### config.mk
export PLATFORM = sky130hd
export DESIGN_NAME = acc_core
export DESIGN_NICKNAME = d
export VERILOG_FILES = /design/src/rtl/acc_core_pkg.sv /design/src/rtl/acc_core_adder.sv /design/src/rtl/acc_core_ctrl.sv /design/src/rtl/acc_core_datapath.sv /design/src/rtl/acc_core.sv
export SDC_FILE = /design/constraint.sdc
export NUM_CORES = 1
export LEC_CHECK = 0
export ABC_AREA = 1
export BUFFER_PORTS_ARGS = -buffer_cell sky130_fd_sc_hd__buf_2
export CORE_MARGIN = 4
export CORE_UTILIZATION = 25
export CTS_CLUSTER_SIZE = 24
export DETAILED_ROUTE_END_ITERATION = 10
export PLACE_DENSITY = 0.4
export REMOVE_ABC_BUFFERS = 1
export SLEW_MARGIN = 5
export SYNTH_ARGS = -nofsm -noshare
export SYNTH_HDL_FRONTEND = slang
export SYNTH_SLANG_ARGS = --single-unit
### constraint.sdc
create_clock -name clk -period 1.9 [get_ports clk]
set_input_delay 0.19 -clock clk [delete_from_list [all_inputs] [get_ports clk]]
set_output_delay 0.19 -clock clk [all_outputs]
set_load 0.02 [all_outputs]
### src/rtl/acc_core_pkg.sv
package acc_core_pkg;
  localparam int unsigned OPC_W = 4;

  localparam logic [OPC_W-1:0] OPC_HALT  = 4'h0;
  localparam logic [OPC_W-1:0] OPC_LOAD  = 4'h1;
  localparam logic [OPC_W-1:0] OPC_STORE = 4'h2;
  localparam logic [OPC_W-1:0] OPC_ADD   = 4'h5;

  typedef enum logic [3:0] {
    ST_FADDR = 4'd0,  // address register <- program counter
    ST_FWAIT = 4'd1,  // memory reads instruction
    ST_FCAP  = 4'd2,  // data register <- read data
    ST_DEC   = 4'd3,  // instruction register <- data register, pc + 1
    ST_OADDR = 4'd4,  // address register <- operand address
    ST_OWAIT = 4'd5,  // operand read or write
    ST_OCAP  = 4'd6,  // data register <- operand
    ST_EXEC  = 4'd7,  // accumulator update
    ST_HALT  = 4'd8
  } state_e;
endpackage

### src/rtl/acc_core_adder.sv
module acc_core_adder #(
  parameter int unsigned DATA_W = 16
) (
  input  logic [DATA_W-1:0] a_i,
  input  logic [DATA_W-1:0] b_i,
  output logic [DATA_W-1:0] sum_o
);
  // carry is dropped: the sum wraps modulo 2^DATA_W
  assign sum_o = a_i + b_i;
endmodule

### src/rtl/acc_core_ctrl.sv
module acc_core_ctrl
  import acc_core_pkg::*;
(
  input  logic             clk,
  input  logic             rst_n,
  input  logic [OPC_W-1:0] opcode_i,
  output logic             ld_mar_pc_o,
  output logic             ld_mar_ir_o,
  output logic             ld_mbr_mem_o,
  output logic             ld_mbr_acc_o,
  output logic             ld_ir_o,
  output logic             inc_pc_o,
  output logic             ld_acc_mbr_o,
  output logic             ld_acc_sum_o,
  output logic             mem_we_o,
  output logic             halted_o
);
  state_e state_q, state_d;

  logic is_load, is_store, is_add;
  assign is_load  = (opcode_i == OPC_LOAD);
  assign is_store = (opcode_i == OPC_STORE);
  assign is_add   = (opcode_i == OPC_ADD);

  always_comb begin
    state_d      = state_q;
    ld_mar_pc_o  = 1'b0;
    ld_mar_ir_o  = 1'b0;
    ld_mbr_mem_o = 1'b0;
    ld_mbr_acc_o = 1'b0;
    ld_ir_o      = 1'b0;
    inc_pc_o     = 1'b0;
    ld_acc_mbr_o = 1'b0;
    ld_acc_sum_o = 1'b0;
    mem_we_o     = 1'b0;
    unique case (state_q)
      ST_FADDR: begin ld_mar_pc_o = 1'b1; state_d = ST_FWAIT; end
      ST_FWAIT: state_d = ST_FCAP;
      ST_FCAP:  begin ld_mbr_mem_o = 1'b1; state_d = ST_DEC; end
      ST_DEC:   begin ld_ir_o = 1'b1; inc_pc_o = 1'b1; state_d = ST_OADDR; end
      ST_OADDR: begin
        if (opcode_i == OPC_HALT) begin
          state_d = ST_HALT;
        end else begin
          ld_mar_ir_o  = 1'b1;
          ld_mbr_acc_o = is_store;
          state_d      = ST_OWAIT;
        end
      end
      ST_OWAIT: begin mem_we_o = is_store; state_d = ST_OCAP; end
      ST_OCAP:  begin ld_mbr_mem_o = is_load | is_add; state_d = ST_EXEC; end
      ST_EXEC:  begin
        ld_acc_mbr_o = is_load;
        ld_acc_sum_o = is_add;
        state_d      = ST_FADDR;
      end
      ST_HALT:  state_d = ST_HALT;
      default:  state_d = ST_FADDR;
    endcase
  end

  always_ff @(posedge clk or negedge rst_n) begin
    if (!rst_n) state_q <= ST_FADDR;
    else        state_q <= state_d;
  end

  assign halted_o = (state_q == ST_HALT);
endmodule

### src/rtl/acc_core_datapath.sv
module acc_core_datapath #(
  parameter int unsigned DATA_W = 16,
  parameter int unsigned ADDR_W = 12
) (
  input  logic              clk,
  input  logic              rst_n,
  input  logic              ld_mar_pc_i,
  input  logic              ld_mar_ir_i,
  input  logic              ld_mbr_mem_i,
  input  logic              ld_mbr_acc_i,
  input  logic              ld_ir_i,
  input  logic              inc_pc_i,
  input  logic              ld_acc_mbr_i,
  input  logic              ld_acc_sum_i,
  input  logic [DATA_W-1:0] mem_rdata_i,
  output logic [ADDR_W-1:0] mar_o,
  output logic [DATA_W-1:0] mbr_o,
  output logic [DATA_W-1:0] ir_o
);
  logic [ADDR_W-1:0] pc_q, mar_q;
  logic [DATA_W-1:0] mbr_q, ir_q, acc_q, sum;

  logic mar_en, mbr_en, acc_en;
  logic [ADDR_W-1:0] mar_d;
  logic [DATA_W-1:0] mbr_d, acc_d;

  assign mar_en = ld_mar_pc_i | ld_mar_ir_i;
  assign mar_d  = ld_mar_pc_i ? pc_q : ir_q[ADDR_W-1:0];
  assign mbr_en = ld_mbr_mem_i | ld_mbr_acc_i;
  assign mbr_d  = ld_mbr_acc_i ? acc_q : mem_rdata_i;
  assign acc_en = ld_acc_mbr_i | ld_acc_sum_i;
  assign acc_d  = ld_acc_sum_i ? sum : mbr_q;

  acc_core_adder #(.DATA_W(DATA_W)) u_adder (
    .a_i  (acc_q),
    .b_i  (mbr_q),
    .sum_o(sum)
  );

  always_ff @(posedge clk or negedge rst_n) begin
    if (!rst_n) begin
      pc_q  <= '0;
      mar_q <= '0;
      mbr_q <= '0;
      ir_q  <= '0;
      acc_q <= '0;
    end else begin
      if (inc_pc_i) pc_q  <= pc_q + 1'b1;  // wraps at 2^ADDR_W
      if (mar_en)   mar_q <= mar_d;
      if (mbr_en)   mbr_q <= mbr_d;
      if (ld_ir_i)  ir_q  <= mbr_q;
      if (acc_en)   acc_q <= acc_d;
    end
  end

  assign mar_o = mar_q;
  assign mbr_o = mbr_q;
  assign ir_o  = ir_q;
endmodule

### src/rtl/acc_core.sv
module acc_core #(
  parameter int unsigned DATA_W = 16,
  parameter int unsigned ADDR_W = 12
) (
  input  logic              clk,
  input  logic              rst_n,
  output logic [ADDR_W-1:0] mem_addr,
  output logic [DATA_W-1:0] mem_wdata,
  output logic              mem_we,
  input  logic [DATA_W-1:0] mem_rdata,
  output logic              halted
);
  localparam int unsigned OP_LSB = ADDR_W;

  logic ld_mar_pc, ld_mar_ir, ld_mbr_mem, ld_mbr_acc;
  logic ld_ir, inc_pc, ld_acc_mbr, ld_acc_sum;
  logic [DATA_W-1:0] ir_q;

  acc_core_ctrl u_ctrl (
    .clk         (clk),
    .rst_n       (rst_n),
    .opcode_i    (ir_q[DATA_W-1:OP_LSB]),
    .ld_mar_pc_o (ld_mar_pc),
    .ld_mar_ir_o (ld_mar_ir),
    .ld_mbr_mem_o(ld_mbr_mem),
    .ld_mbr_acc_o(ld_mbr_acc),
    .ld_ir_o     (ld_ir),
    .inc_pc_o    (inc_pc),
    .ld_acc_mbr_o(ld_acc_mbr),
    .ld_acc_sum_o(ld_acc_sum),
    .mem_we_o    (mem_we),
    .halted_o    (halted)
  );

  acc_core_datapath #(.DATA_W(DATA_W), .ADDR_W(ADDR_W)) u_dp (
    .clk         (clk),
    .rst_n       (rst_n),
    .ld_mar_pc_i (ld_mar_pc),
    .ld_mar_ir_i (ld_mar_ir),
    .ld_mbr_mem_i(ld_mbr_mem),
    .ld_mbr_acc_i(ld_mbr_acc),
    .ld_ir_i     (ld_ir),
    .inc_pc_i    (inc_pc),
    .ld_acc_mbr_i(ld_acc_mbr),
    .ld_acc_sum_i(ld_acc_sum),
    .mem_rdata_i (mem_rdata),
    .mar_o       (mem_addr),
    .mbr_o       (mem_wdata),
    .ir_o        (ir_q)
  );
endmodule

==> insert_results.sql <==
INSERT INTO impl_metrics (metric_group, metric, value, unit) VALUES
('synthesis', 'total_standard_cell_area_after_synthesis', '4404', 'µm²'),
('critical_path', 'ws_path_type', 'register to primary output', ''),
('cts', 'cts_num_sinks', '76', ''),
('synthesis', 'ys.warnings.count', '0', ''),
('critical_path', 'critPathArrivalTime', '1.62', 'ns'),
('route', 'route.met2.wl', '6.029', 'mm'),
('timing', 'clock-skew-final', '0.006477', 'ns'),
('cts', 'post_cts.repair.setup_buffers', '0', ''),
('timing', 'timing_hold_violations_final', '0', ''),
('place', 'port_buffers', '47', ''),
('route', 'routed_vias_inst', '4.422', ''),
('die', 'core_area', '17300', 'µm²'),
('die', 'io-pin-count', '48', ''),
('cts', 'number_of_cts_inserted_buffers', '9', ''),
('timing', 'rsz_0062_raised_after_global_routing', 'no', ''),
('die', 'fp.dieArea', '19800', 'µm²'),
('die', 'die_width', '140.7', 'µm'),
('run', 'max_cap_viol_count', '0', ''),
('cts', 'cts_root_buf', 'sky130_fd_sc_hd__clkbuf_16', ''),
('timing', 'timing.final.ws_setup', '0.08700', 'ns'),
('place', 'finalWeightedCongestion', '0.8158', ''),
('power_and_ir_drop', 'vdd_drop_max', '483.0', 'µV'),
('route', 'drc', '0', ''),
('route', 'met3_wirelength', '491', 'µm'),
('global_route', 'antenna_violations_before_repair', '0', ''),
('global_route', 'grt_max_degree', '33', ''),
('timing', 'setup_viol', '0', ''),
('global_route', 'via_count_of_the_first_global_routing_pass', '3900', ''),
('global_route', 'grtUsageTotal', '13.02', '%'),
('route', 'detail-route-antenna-nets', '0', ''),
('cts', 'cts-root-to-sink-buffers', '2', ''),
('route', 'route.detailed.wl_per_inst', '14.31', 'µm'),
('hold_path', 'hold_path.class', 'primary input to register', ''),
('route', 'dr_pass1_iterations', '5', ''),
('final_layout', 'flow.area_growth_from_synthesis', '21.02', '%'),
('cts', 'htree_levels', '3', ''),
('timing', 'final_hold_slack', '0.1475', 'ns'),
('cts', 'tritoncts', 'yes', ''),
('synthesis', 'synth-seq-area-share', '43.18', '%'),
('timing', 'worst_pin_slew', '0.7505', 'ns'),
('die', 'die_height', '140.7', 'µm'),
('power_and_ir_drop', 'power_per_cell_area', '1835', 'nW/µm²'),
('run_status', 'outcome', 'finished, final reports clean', ''),
('timing', 'setup_total_negative_slack', '0', 'ns'),
('final_layout', 'final_nets', '660', ''),
('timing', 'maxSlewViolCount', '0', ''),
('route', 'route.final.wire_length', '12.24', 'mm'),
('critical_path', 'worstSetupStartpointType', 'register', ''),
('synthesis', 'post-synth-top-area-fraction', '43.18', '%'),
('synthesis', 'syn_area_per_cell', '7.823', 'µm²'),
('critical_path', 'critical_path.startpoint', 'u_ctrl.state_q[3]', ''),
('cts', 'insertion_delay_of_the_later_clocked_pin_in_the_worst_skew_pair', '0.35', 'ns'),
('synthesis', 'synth.area.top_cells', 'sky130_fd_sc_hd__dfrtp_1 (43%), sky130_fd_sc_hd__nand2_1 (14%), sky130_fd_sc_hd__inv_1 (4.7%), sky130_fd_sc_hd__ha_1 (4.5%), sky130_fd_sc_hd__o21ai_0 (4.2%)', ''),
('cts', 'clock_pin_slew_on_the_worst_setup_and_hold_paths', '0.06', 'ns'),
('critical_path', 'worst-path-max-fanout', '4', ''),
('route', 'top_layer_used', 'met4', ''),
('synthesis', 'ys_ff_latch', '76', ''),
('final_layout', 'fin_cells', '855', ''),
('final_layout', 'final_layout_size_suffix_gt1_share', '21.75', '%'),
('global_route', 'grt.overflow.total', '0', ''),
('route', 'detailroute.via_count', '3781', ''),
('place', 'dp_hpwl', '9.081', 'mm'),
('die', 'row_count', '48', ''),
('route', 'route.layer.met1.wl', '5.526', 'mm'),
('timing', 'final_min_period_over_clock_period', '95.42', '%'),
('timing', 'timing.slew.headroom', '49.85', '%'),
('final_layout', 'n_diodes', '0', ''),
('final_layout', 'ff_latch_area', '1902', 'µm²'),
('synthesis', 'synthesis.instances', '563', ''),
('final_layout', 'fillers', '1870', ''),
('hold_path', 'hold_path.startpoint', 'mem_rdata[6]', '');
-- per-stage QoR --
step	util (%)	total power (W)	cell area [µm²]
2_1_floorplan	-	0.006305	4282
3_5_place_dp	28.74	0.007984	4971
5_1_grt	30.82	0.01071	5330
4_1_cts	30.61	0.009865	5294
6_report	30.82	0.009780	5330
3_3_place_gp	28.74	0.007946	4971
-- worst max-delay path, stage by stage, from the launching register on --
cell,delay (ns)
sky130_fd_sc_hd__dfrtp_1,0.42
sky130_fd_sc_hd__inv_2,0.08
sky130_fd_sc_hd__nand2_2,0.07
sky130_fd_sc_hd__inv_2,0.10
sky130_fd_sc_hd__nand3_1,0.10
sky130_fd_sc_hd__nor4_1,0.27
sky130_fd_sc_hd__buf_2,0.24
-- final cells by class --
| cell class | count | area share, % |
|---|---|---|
| clock buffer | 11 | 4.742 |
| clock inverter | 5 | 1.127 |
| inverter | 67 | 4.859 |
| multi-input combinational | 402 | 40.47 |
| sequential | 76 | 35.68 |
| tap | 225 | 5.282 |
| timing repair buffer | 69 | 7.840 |
-- sequential cells by signal, indices dropped and copies added, names as in the netlist --
| register | cells |
|---|---|
| u_dp.acc_q | 16 |
| u_ctrl.state_q | 4 |
| u_dp.pc_q | 12 |
| u_dp.ir_o | 16 |
| u_dp.mbr_o | 16 |
| u_dp.mar_o | 12 |
-- logic make-up after synthesis --
| kind of cell | after synthesis | share of synthesized area [%] |
|---|---|---|
| buf+inv | 85 | 8.665 |
| flops | 76 | 43.18 |
| simple gates | 284 | 28.38 |
| compound gates | 88 | 12.19 |
| xor+xnor | 13 | 2.585 |
| fa+ha+maj | 17 | 5.000 |
-- cells in the mapped netlist --
cell type                  count
sky130_fd_sc_hd__a21oi_4       1
sky130_fd_sc_hd__o211ai_1      6
sky130_fd_sc_hd__dfrtp_1      76
sky130_fd_sc_hd__nand4_1       2
sky130_fd_sc_hd__ha_1         16
sky130_fd_sc_hd__nor2_2        9
sky130_fd_sc_hd__nor3_1        6
sky130_fd_sc_hd__o31ai_1       4
sky130_fd_sc_hd__o21a_1        2
sky130_fd_sc_hd__clkinv_1      1
sky130_fd_sc_hd__xor2_1        7
sky130_fd_sc_hd__nand2_1     159
sky130_fd_sc_hd__buf_6         6
sky130_fd_sc_hd__nand3_1      34
sky130_fd_sc_hd__o21ai_1       1
sky130_fd_sc_hd__xnor2_1       6
sky130_fd_sc_hd__o31ai_2       5
sky130_fd_sc_hd__and2_1        1
sky130_fd_sc_hd__nor4_1        1
sky130_fd_sc_hd__nor3b_1       1
sky130_fd_sc_hd__o21ai_0      37
sky130_fd_sc_hd__inv_4         1
sky130_fd_sc_hd__nand2_2       5
sky130_fd_sc_hd__nor3_2        3
sky130_fd_sc_hd__inv_1        55
sky130_fd_sc_hd__clkinv_4      1
sky130_fd_sc_hd__clkbuf_1      4
sky130_fd_sc_hd__nand3_2       1
sky130_fd_sc_hd__nor2_1       48
sky130_fd_sc_hd__nand3b_1      4
sky130_fd_sc_hd__or2_2         5
sky130_fd_sc_hd__nand2_4       1
sky130_fd_sc_hd__buf_2         8
sky130_fd_sc_hd__a31oi_1      12
sky130_fd_sc_hd__and3_1        1
sky130_fd_sc_hd__fa_1          1
sky130_fd_sc_hd__a21oi_1      19
sky130_fd_sc_hd__inv_2         9
sky130_fd_sc_hd__a21o_1        1
sky130_fd_sc_hd__nor2_4        3
-- worst paths after layout --
path                            endpoint  slack [ns]  cells past startpoint
hold reg to reg            u_dp.pc_q[11]        0.48                      1
setup / recovery                  mem_we        0.09                      6
setup reg to reg           u_dp.acc_q[7]        0.12                      7
min in group asynchronous  u_dp.mbr_o[5]        0.31                      2
max in group asynchronous  u_dp.mar_o[7]        0.98                      3
hold / removal             u_dp.mbr_o[6]        0.15                      3
-- timing repair --
action	CTS	global route
hold endpoints to repair	24	0
setup endpoints to repair	0	8
hold buffers	1	0
resized for setup	0	9
-- routing by layer --
metal  vias up  GRT usage, %
met4         0         4.131
met5         -             0
met1      1765         16.03
met3        11         3.562
met2        61         22.15
li1       1944             -
-- where the power goes --
| group | internal, W | switching (W) | total [W] |
|---|---|---|---|
| Sequential | 0.00234 | 0.000554 | 0.00290 |
| Combinational | 0.00183 | 0.00324 | 0.00507 |
| Clock | 0.00109 | 0.000724 | 0.00182 |
| Total | 0.00526 | 0.00452 | 0.00978 |
-- layout by cell type, fill, tap and decap left out, types with 4 or more instances in the layout --
cell type / count
sky130_fd_sc_hd__nand2_1: 155
sky130_fd_sc_hd__dfrtp_1: 76
sky130_fd_sc_hd__inv_1: 55
sky130_fd_sc_hd__nor2_1: 48
sky130_fd_sc_hd__buf_2: 46
sky130_fd_sc_hd__o21ai_0: 37
sky130_fd_sc_hd__nand3_1: 33
sky130_fd_sc_hd__buf_4: 21
sky130_fd_sc_hd__a21oi_1: 18
sky130_fd_sc_hd__ha_1: 14
sky130_fd_sc_hd__a31oi_1: 12
sky130_fd_sc_hd__inv_2: 9
sky130_fd_sc_hd__nor2_2: 9
sky130_fd_sc_hd__nand2_2: 9
sky130_fd_sc_hd__clkbuf_16: 9
sky130_fd_sc_hd__xor2_1: 7
sky130_fd_sc_hd__nor3_1: 6
sky130_fd_sc_hd__o211ai_1: 6
sky130_fd_sc_hd__xnor2_1: 6
sky130_fd_sc_hd__or2_2: 5
sky130_fd_sc_hd__o31ai_2: 5
sky130_fd_sc_hd__nand3b_1: 4
sky130_fd_sc_hd__o31ai_1: 4
No activity file was read; power rests on OpenSTA's default activity.
